$ cat config.mk
export PLATFORM = sky130hd
export DESIGN_NAME = resetVectorSeq
export DESIGN_NICKNAME = d
export VERILOG_FILES = /design/src/rtl/rvsPkg.sv /design/src/rtl/rvsCtrl.sv /design/src/rtl/rvsDatapath.sv /design/src/rtl/resetVectorSeq.sv
export SDC_FILE = /design/constraint.sdc
export NUM_CORES = 1
export LEC_CHECK = 0
export ABC_AREA = 0
export BUFFER_PORTS_ARGS = -buffer_cell sky130_fd_sc_hd__buf_2
export CAP_MARGIN = 20
export CELL_PAD_IN_SITES_DETAIL_PLACEMENT = 2
export CELL_PAD_IN_SITES_GLOBAL_PLACEMENT = 2
export CORE_ASPECT_RATIO = 1.4
export CORE_UTILIZATION = 35
export DETAILED_ROUTE_END_ITERATION = 16
export PLACE_DENSITY = 0.94
export SLEW_MARGIN = 5
export SYNTH_ARGS = -nofsm -noshare
export SYNTH_HDL_FRONTEND = slang
export SYNTH_SLANG_ARGS = --single-unit
$ cat constraint.sdc
create_clock -name clk -period 3 [get_ports clk]
set_input_delay 0.6 -clock clk [delete_from_list [all_inputs] [get_ports clk]]
set_output_delay 0.6 -clock clk [all_outputs]
set_load 0.02 [all_outputs]
$ cat src/rtl/rvsPkg.sv
package rvsPkg;

  typedef enum logic [1:0] {
    ST_IDLE     = 2'd0,
    ST_FETCH_LO = 2'd1,
    ST_FETCH_HI = 2'd2,
    ST_DONE     = 2'd3
  } seqState_t;

  // strobes from control to datapath
  typedef struct packed {
    logic driveLo;
    logic driveHi;
    logic capLo;
    logic capHi;
    logic doneStb;
  } rvsStrobes_t;

endpackage

$ cat src/rtl/rvsCtrl.sv
module rvsCtrl
  import rvsPkg::*;
#(
  parameter int HOLD_MIN = 7
) (
  input  logic        clk,
  input  logic        sysRstN,
  input  logic        rstN,
  output rvsStrobes_t stb
);
  localparam int CNT_W = $clog2(HOLD_MIN + 1);
  localparam logic [CNT_W-1:0] CNT_TOP = CNT_W'(HOLD_MIN);

  seqState_t        state, stateNxt;
  logic [CNT_W-1:0] lowCnt;
  logic             qualified;

  assign qualified = (lowCnt == CNT_TOP);

  // consecutive-low counter, saturating at the minimum hold
  always_ff @(posedge clk or negedge sysRstN) begin
    if (!sysRstN)       lowCnt <= '0;
    else if (!rstN) begin
      if (!qualified)   lowCnt <= lowCnt + 1'b1;
    end else            lowCnt <= '0;
  end

  always_comb begin
    stateNxt = state;
    case (state)
      ST_IDLE:     if (rstN && qualified) stateNxt = ST_FETCH_LO;
      ST_FETCH_LO: stateNxt = rstN ? ST_FETCH_HI : ST_IDLE;
      ST_FETCH_HI: stateNxt = rstN ? ST_DONE : ST_IDLE;
      ST_DONE:     stateNxt = ST_IDLE;
      default:     stateNxt = ST_IDLE;
    endcase
  end

  always_ff @(posedge clk or negedge sysRstN) begin
    if (!sysRstN) state <= ST_IDLE;
    else          state <= stateNxt;
  end

  always_comb begin
    stb.driveLo = (state == ST_FETCH_LO);
    stb.driveHi = (state == ST_FETCH_HI);
    stb.capLo   = (state == ST_FETCH_LO) && rstN;
    stb.capHi   = (state == ST_FETCH_HI) && rstN;
    stb.doneStb = (state == ST_DONE);
  end


  fetch_entry_chk: assert property (@(posedge clk) disable iff (!sysRstN)
    (state == ST_FETCH_LO) |-> ($past(qualified) && $past(rstN) && $past(state) == ST_IDLE));


  abort_idle_chk: assert property (@(posedge clk) disable iff (!sysRstN)
    $past(!rstN) |-> (state == ST_IDLE));


  count_bound_chk: assert property (@(posedge clk) disable iff (!sysRstN)
    lowCnt <= CNT_TOP);

endmodule

$ cat src/rtl/rvsDatapath.sv
module rvsDatapath
  import rvsPkg::*;
#(
  parameter int DATA_W = 8,
  parameter int ADDR_W = 16,
  parameter logic [ADDR_W-1:0] VEC_LO = '0,
  parameter logic [ADDR_W-1:0] VEC_HI = '0
) (
  input  logic              clk,
  input  logic              sysRstN,
  input  rvsStrobes_t       stb,
  input  logic [DATA_W-1:0] dataIn,
  output logic [ADDR_W-1:0] addrBus,
  output logic              rdWrN,
  output logic              vma,
  output logic [ADDR_W-1:0] pcOut,
  output logic              pcLoaded
);
  logic [DATA_W-1:0] loByte;
  logic [ADDR_W-1:0] pcReg;

  always_comb begin
    addrBus = '0;
    if (stb.driveLo)      addrBus = VEC_LO;
    else if (stb.driveHi) addrBus = VEC_HI;
  end

  assign vma      = stb.driveLo | stb.driveHi;
  assign rdWrN    = 1'b1;
  assign pcLoaded = stb.doneStb;
  assign pcOut    = pcReg;

  always_ff @(posedge clk or negedge sysRstN) begin
    if (!sysRstN)       loByte <= '0;
    else if (stb.capLo) loByte <= dataIn;
  end

  always_ff @(posedge clk or negedge sysRstN) begin
    if (!sysRstN)       pcReg <= '0;
    else if (stb.capHi) pcReg <= {dataIn, loByte};
  end


  vma_addr_chk: assert property (@(posedge clk) disable iff (!sysRstN)
    vma |-> (addrBus == VEC_LO || addrBus == VEC_HI));


  addr_order_chk: assert property (@(posedge clk) disable iff (!sysRstN)
    (vma && addrBus == VEC_HI) |-> ($past(vma) && $past(addrBus) == VEC_LO));

endmodule

$ cat src/rtl/resetVectorSeq.sv
module resetVectorSeq
  import rvsPkg::*;
#(
  parameter int VARIANT = 0,
  parameter int DATA_W  = 8
) (
  input  logic                clk,
  input  logic                sysRstN,
  input  logic                rstN,
  input  logic [DATA_W-1:0]   dataIn,
  output logic [2*DATA_W-1:0] addrBus,
  output logic                rdWrN,
  output logic                vma,
  output logic                pcLoaded,
  output logic [2*DATA_W-1:0] pcOut
);
  localparam int ADDR_W   = 2 * DATA_W;
  localparam int HOLD_MIN = (VARIANT == 0) ? 7 : 8;
  localparam logic [ADDR_W-1:0] TOP_ADDR = {ADDR_W{1'b1}};
  localparam logic [ADDR_W-1:0] VEC_LO   = (VARIANT == 0) ? TOP_ADDR - ADDR_W'(3)
                                                          : TOP_ADDR - ADDR_W'(1);
  localparam logic [ADDR_W-1:0] VEC_HI   = VEC_LO + ADDR_W'(1);

  rvsStrobes_t stb;

  rvsCtrl #(.HOLD_MIN(HOLD_MIN)) i_ctrl (
    .clk(clk), .sysRstN(sysRstN), .rstN(rstN), .stb(stb)
  );

  rvsDatapath #(.DATA_W(DATA_W), .ADDR_W(ADDR_W), .VEC_LO(VEC_LO), .VEC_HI(VEC_HI)) i_dp (
    .clk(clk), .sysRstN(sysRstN), .stb(stb), .dataIn(dataIn),
    .addrBus(addrBus), .rdWrN(rdWrN), .vma(vma), .pcOut(pcOut), .pcLoaded(pcLoaded)
  );


  done_pulse_chk: assert property (@(posedge clk) disable iff (!sysRstN)
    pcLoaded |=> !pcLoaded);


  pc_hold_chk: assert property (@(posedge clk) disable iff (!sysRstN)
    !pcLoaded |-> $stable(pcOut));


  vma_quiet_chk: assert property (@(posedge clk) disable iff (!sysRstN)
    $past(!rstN) |-> !vma);


  done_after_fetch_chk: assert property (@(posedge clk) disable iff (!sysRstN)
    pcLoaded |-> ($past(vma) && $past(addrBus) == VEC_HI));

endmodule

-- Word level (Yosys, flattened, before mapping)
Cells that the tools add are included.
Widths: inputs -> output; s select.
- bits in registers: 29
- input bits: 11
- logic and storage cells: 24
- add/sub/neg operators: 1
- eq/ne operators: 6
- muxes and demuxes: 8
- bitwise logic cells: 1
- reductions and logical operators: 4
- operators with widths (operator ; number):
    $mux 16 ; 2
    $pmux 2 s4 ; 1
    $mux 2 ; 3
    $mux 3 ; 2
    $eq 2x2->1 const B ; 2
    $add 3x1->3 const B ; 1
    $eq 3x3->1 const B ; 1
    $logic_and 1x1->1 ; 3
    $eq 2x1->1 const B ; 1
    $logic_not 2->1 ; 1
    $ne 2x1->1 const B ; 1
    $ne 2x2->1 const B ; 1
    $or 1x1->1 ; 1

-- Longest topological paths before layout
- depth after elaboration: 4
- depth in mapped cells: 5

-- Cells and area by module
Synthesis repeated with hierarchy kept, for this count alone.
- cell total of the unflattened synthesis: 93
- area total of the unflattened synthesis: 1350.0 um2
- by module, submodules not included (module ; instances ; cells each ; area each (um2) ; seq. area each (um2)):
    rvsDatapath ; 1 ; 72 ; 1092.3 ; 600.6
    rvsCtrl ; 1 ; 21 ; 257.7 ; 125.1

-- Worst setup path before layout
Ideal clock, no wire load.
- path kind: flip-flop to output port
- start: reg i_ctrl.state[0]
- end: out addrBus[10]
- data arrival time: 1.292 ns
- data required time: 2.400 ns
- slack: 1.108 ns
- cell stages (with the launch flop): 4
- cell sequence: dfrtp_1 -> inv_1 -> ha_1 -> buf_4
- word-level cells in the longest chain between the ends: 3
- elaborated cells between the ends (all ways): 4
- ends and longest elaborated chain (what ; RTL line ; text):
    start: declaration ; rvsCtrl.sv:14 ; seqState_t state, stateNxt;
    start signal: assignment ; rvsCtrl.sv:41 ; else state <= stateNxt;
    $eq 2x2->1 ; rvsCtrl.sv:46 ; stb.driveHi = (state == ST_FETCH_HI);
    $mux 16 ; rvsDatapath.sv:25 ; else if (stb.driveHi) addrBus = VEC_HI;
    $mux 16 * ; rvsDatapath.sv:24 ; if (stb.driveLo) addrBus = VEC_LO;
    end: declaration ; resetVectorSeq.sv:11 ; output logic [2*DATA_W-1:0] addrBus,
Every way passes the cells marked *; elsewhere a longest branch is shown, timed or not.

-- Final worst setup path
- start: reg i_ctrl.state[0]
- end: out addrBus[2]
The elaborated chain is that of the path after synthesis.

==> metrics.csv <==
metric,value,unit
RSZ-0062 raised after global routing,false,
post-synth design cell area,1430,sq um
Pwr Density,1340,nW/um^2
Starting Density,36.6,%
Post-Synthesis Cells,102,
wire length per cell,15.2,um
vias in the first global route,939,
worst setup path end,addrBus[2],
register area share after synthesis,50.7,%
clock latency on the worst-skew pair,0.28,ns
worst reg2reg startpoint,i_ctrl.state[0],
total power draw,2.21,mW
Psw,946,uW
crit path kind,reg -> out,
Nets,152,
Int Pwr,1.26,mW
Worst Setup Start Kind,flip-flop,
Top-Level Pins,46,
crit path time final,2.14,ns
first-pass GRT wire length,4.59,mm
hold slack,0.338,ns
DRC Markers,0,
area grow syn2layout,14.9,%
initial antenna violation count,0,
ratio of cells with drive above 1 in the final layout,58.2,%
FP Rows,27,
CP max FO,15,
Setup Buffers After CTS,0,
Fillers,403,
Worst Slack Setup Final,0.858,ns
CP cell instances,inv_1 > ha_1 > buf_2,
CORE AREA,3920,sq um
routed vias,863,
cts bufs inserted,5,
Die ar.,4360,sq um
crit end category,primary output,
Detailed Routing Iterations Pass 1,4,
library cells used by synthesis,21,
Final Hold Viols,0,
hpwl dp,2.04,mm
# clock sinks,29,
fin crit share,71.4,%
drt via density,4.88,
synth warn,0,
H-tree depth,2,
I/O Buffers,43,
"Slowest-stage cell, CP",ha_1,
largest net degree at the start of global routing,30,
cts repair resizes,0,
"flops & latches, synth",29,
Fin Clk Skew,0.00305,ns
worst path required time,2.40,ns
Worst slew margin,58.1,%
Synth Net Count,121,
Sw Ratio,42.9,%
R2R Setup Slk,1.40,ns
worst-margin pin slew,0.629,ns
Iter 0 DRT Violations,19,
worst reg2reg path depth,4,
Post-Place Cell Area,1550,sq um
cts hold-fix bufs,0,
WL final,2.69,mm
CTS Root Cell,clkbuf_8,
die span in x,56.1,um
Post-DRT Antenna Nets,0,
"most common cell after layout, fill and taps aside",buf_2,
final setup fails,0,
Leak,0.892,nW
most frequent cells in the layout,"buf_2 (43), dfrtp_1 (29), mux2_2 (14)",
outcome,finished clean,
worst vdd ir,840,uV
clock transition at the registers of the reported paths,0.06,ns
Worst path max stage delay,0.48,ns
"Core Util, Final",42.0,%
Max Cap Viol,0,
worst hold path class,in -> async,
Max Slew Vio Count,0,
chip height,77.7,um
Layout Cells excl Fill,177,
total track usage,13.8,%
worst-case clock buffer depth,2,
CP Launch Point,i_ctrl.state[0],
post-place setup slack,1.13,ns
total grt overflow,0,
clock share of power,15.8,%
post-route cell area,1650,sq um
n_diodes,0,
DP Cell Count,169,
Worst EP arrival,1.54,ns
Final GP Congestion,0.654,
CTS tree,yes,
part of the power in registers,30.6,%
Gate power share,53.5,%
Mean Syn Cell Area,14.0,sq um
reg2reg end,i_dp.pcOut[6],
setup_tns,0,ns
Max Clock Freq,0.467,GHz
[registers in the layout (all words and copies together) (netlist names)]
| name | flops |
|---|---|
| i_ctrl.lowCnt | 3 |
| i_ctrl.state | 2 |
| i_dp.pcOut | 16 |
| i_dp.loByte | 8 |
[worst max-delay path: cells and delay by family, from the launching register on]
| family | cells | cell delay (ns) |
|---|---|---|
| adder cells (fa/ha/maj) | 1 | 0.48 |
| buffers and inverters | 2 | 0.35 |
| flip-flops | 1 | 0.43 |
[power by group through the flow]
stage	clock network (mW)	registers (mW)	logic (mW)
floorplan	0	0.796	0.940
global placement	0	0.664	1.15
detailed placement	0	0.689	1.19
CTS	0.361	0.683	1.20
global route	0.376	0.703	1.26
finish	0.350	0.676	1.18
[cell type report]
| class | instances | area (sq um) | share of cell area [%] |
|---|---|---|---|
| inverter | 3 | 11.3 | 0.684 |
| clock buffer | 7 | 96.3 | 5.85 |
| timing repair buffer | 43 | 215 | 13.1 |
| clock inverter | 1 | 5.00 | 0.304 |
| tap | 43 | 53.8 | 3.27 |
| multi-input combinational | 51 | 539 | 32.8 |
| sequential | 29 | 726 | 44.1 |
[cell usage after synthesis]
cell | number | area share [%]
a21bo_2 | 1 | 0.70
a221oi_1 | 1 | 0.61
buf_12 | 1 | 1.4
buf_2 | 1 | 0.35
buf_4 | 16 | 8.4
buf_6 | 1 | 0.79
conb_1 | 2 | 0.52
dfrtp_1 | 29 | 51
ha_1 | 8 | 7.0
inv_1 | 3 | 0.79
mux2_2 | 14 | 11
mux2_4 | 10 | 10
mux2i_1 | 3 | 2.1
nand2_2 | 1 | 0.44
nand2_4 | 1 | 0.79
nor2_1 | 5 | 1.3
nor2b_1 | 1 | 0.44
nor3b_1 | 1 | 0.52
o32ai_1 | 1 | 0.61
or2b_1 | 1 | 0.52
xor2_1 | 1 | 0.61
[worst min path at each step]
stage / start / endpoint / slack [ns] / depth (start not counted)
after CTS: sysRstN / i_dp.pcOut[2] / 0.36 / 1
after detailed placement: i_dp.loByte[0] / i_dp.pcOut[0] / 0.50 / 1
after global routing: sysRstN / i_dp.pcOut[0] / 0.37 / 1
after floorplan: sysRstN / i_ctrl.lowCnt[0] / 0.30 / 0
final: sysRstN / i_dp.pcOut[2] / 0.34 / 1
after global placement: i_dp.loByte[4] / i_dp.pcOut[4] / 0.48 / 1
[metal layers]
layer | wire length [um] | GRT usage, % | part of all wire (%) | vias to the layer above
met3 | 186 | 3.50 | 6.9 | 6
met2 | 1450 | 25.0 | 54 | 45
li1 | - | - | - | 381
met1 | 1010 | 14.5 | 38 | 431
met4 | 47 | 6.83 | 1.7 | 0
met5 | 0 | 0 | 0 | -
[logic make-up (layout without fill, tap and decap cells)]
group	Yosys count	in the layout	synth area share [%]
other	2	2	0.524
buffers and inverters	22	54	11.7
and+or+nand+nor	10	10	4.02
adders and majority gates	8	8	6.99
AOI/OAI and AO/OA	3	3	1.92
xor gates and xnor gates	1	1	0.611
DFF	29	29	50.7
muxes	27	27	23.6
Note: power is estimated with default switching activity, not from simulation.
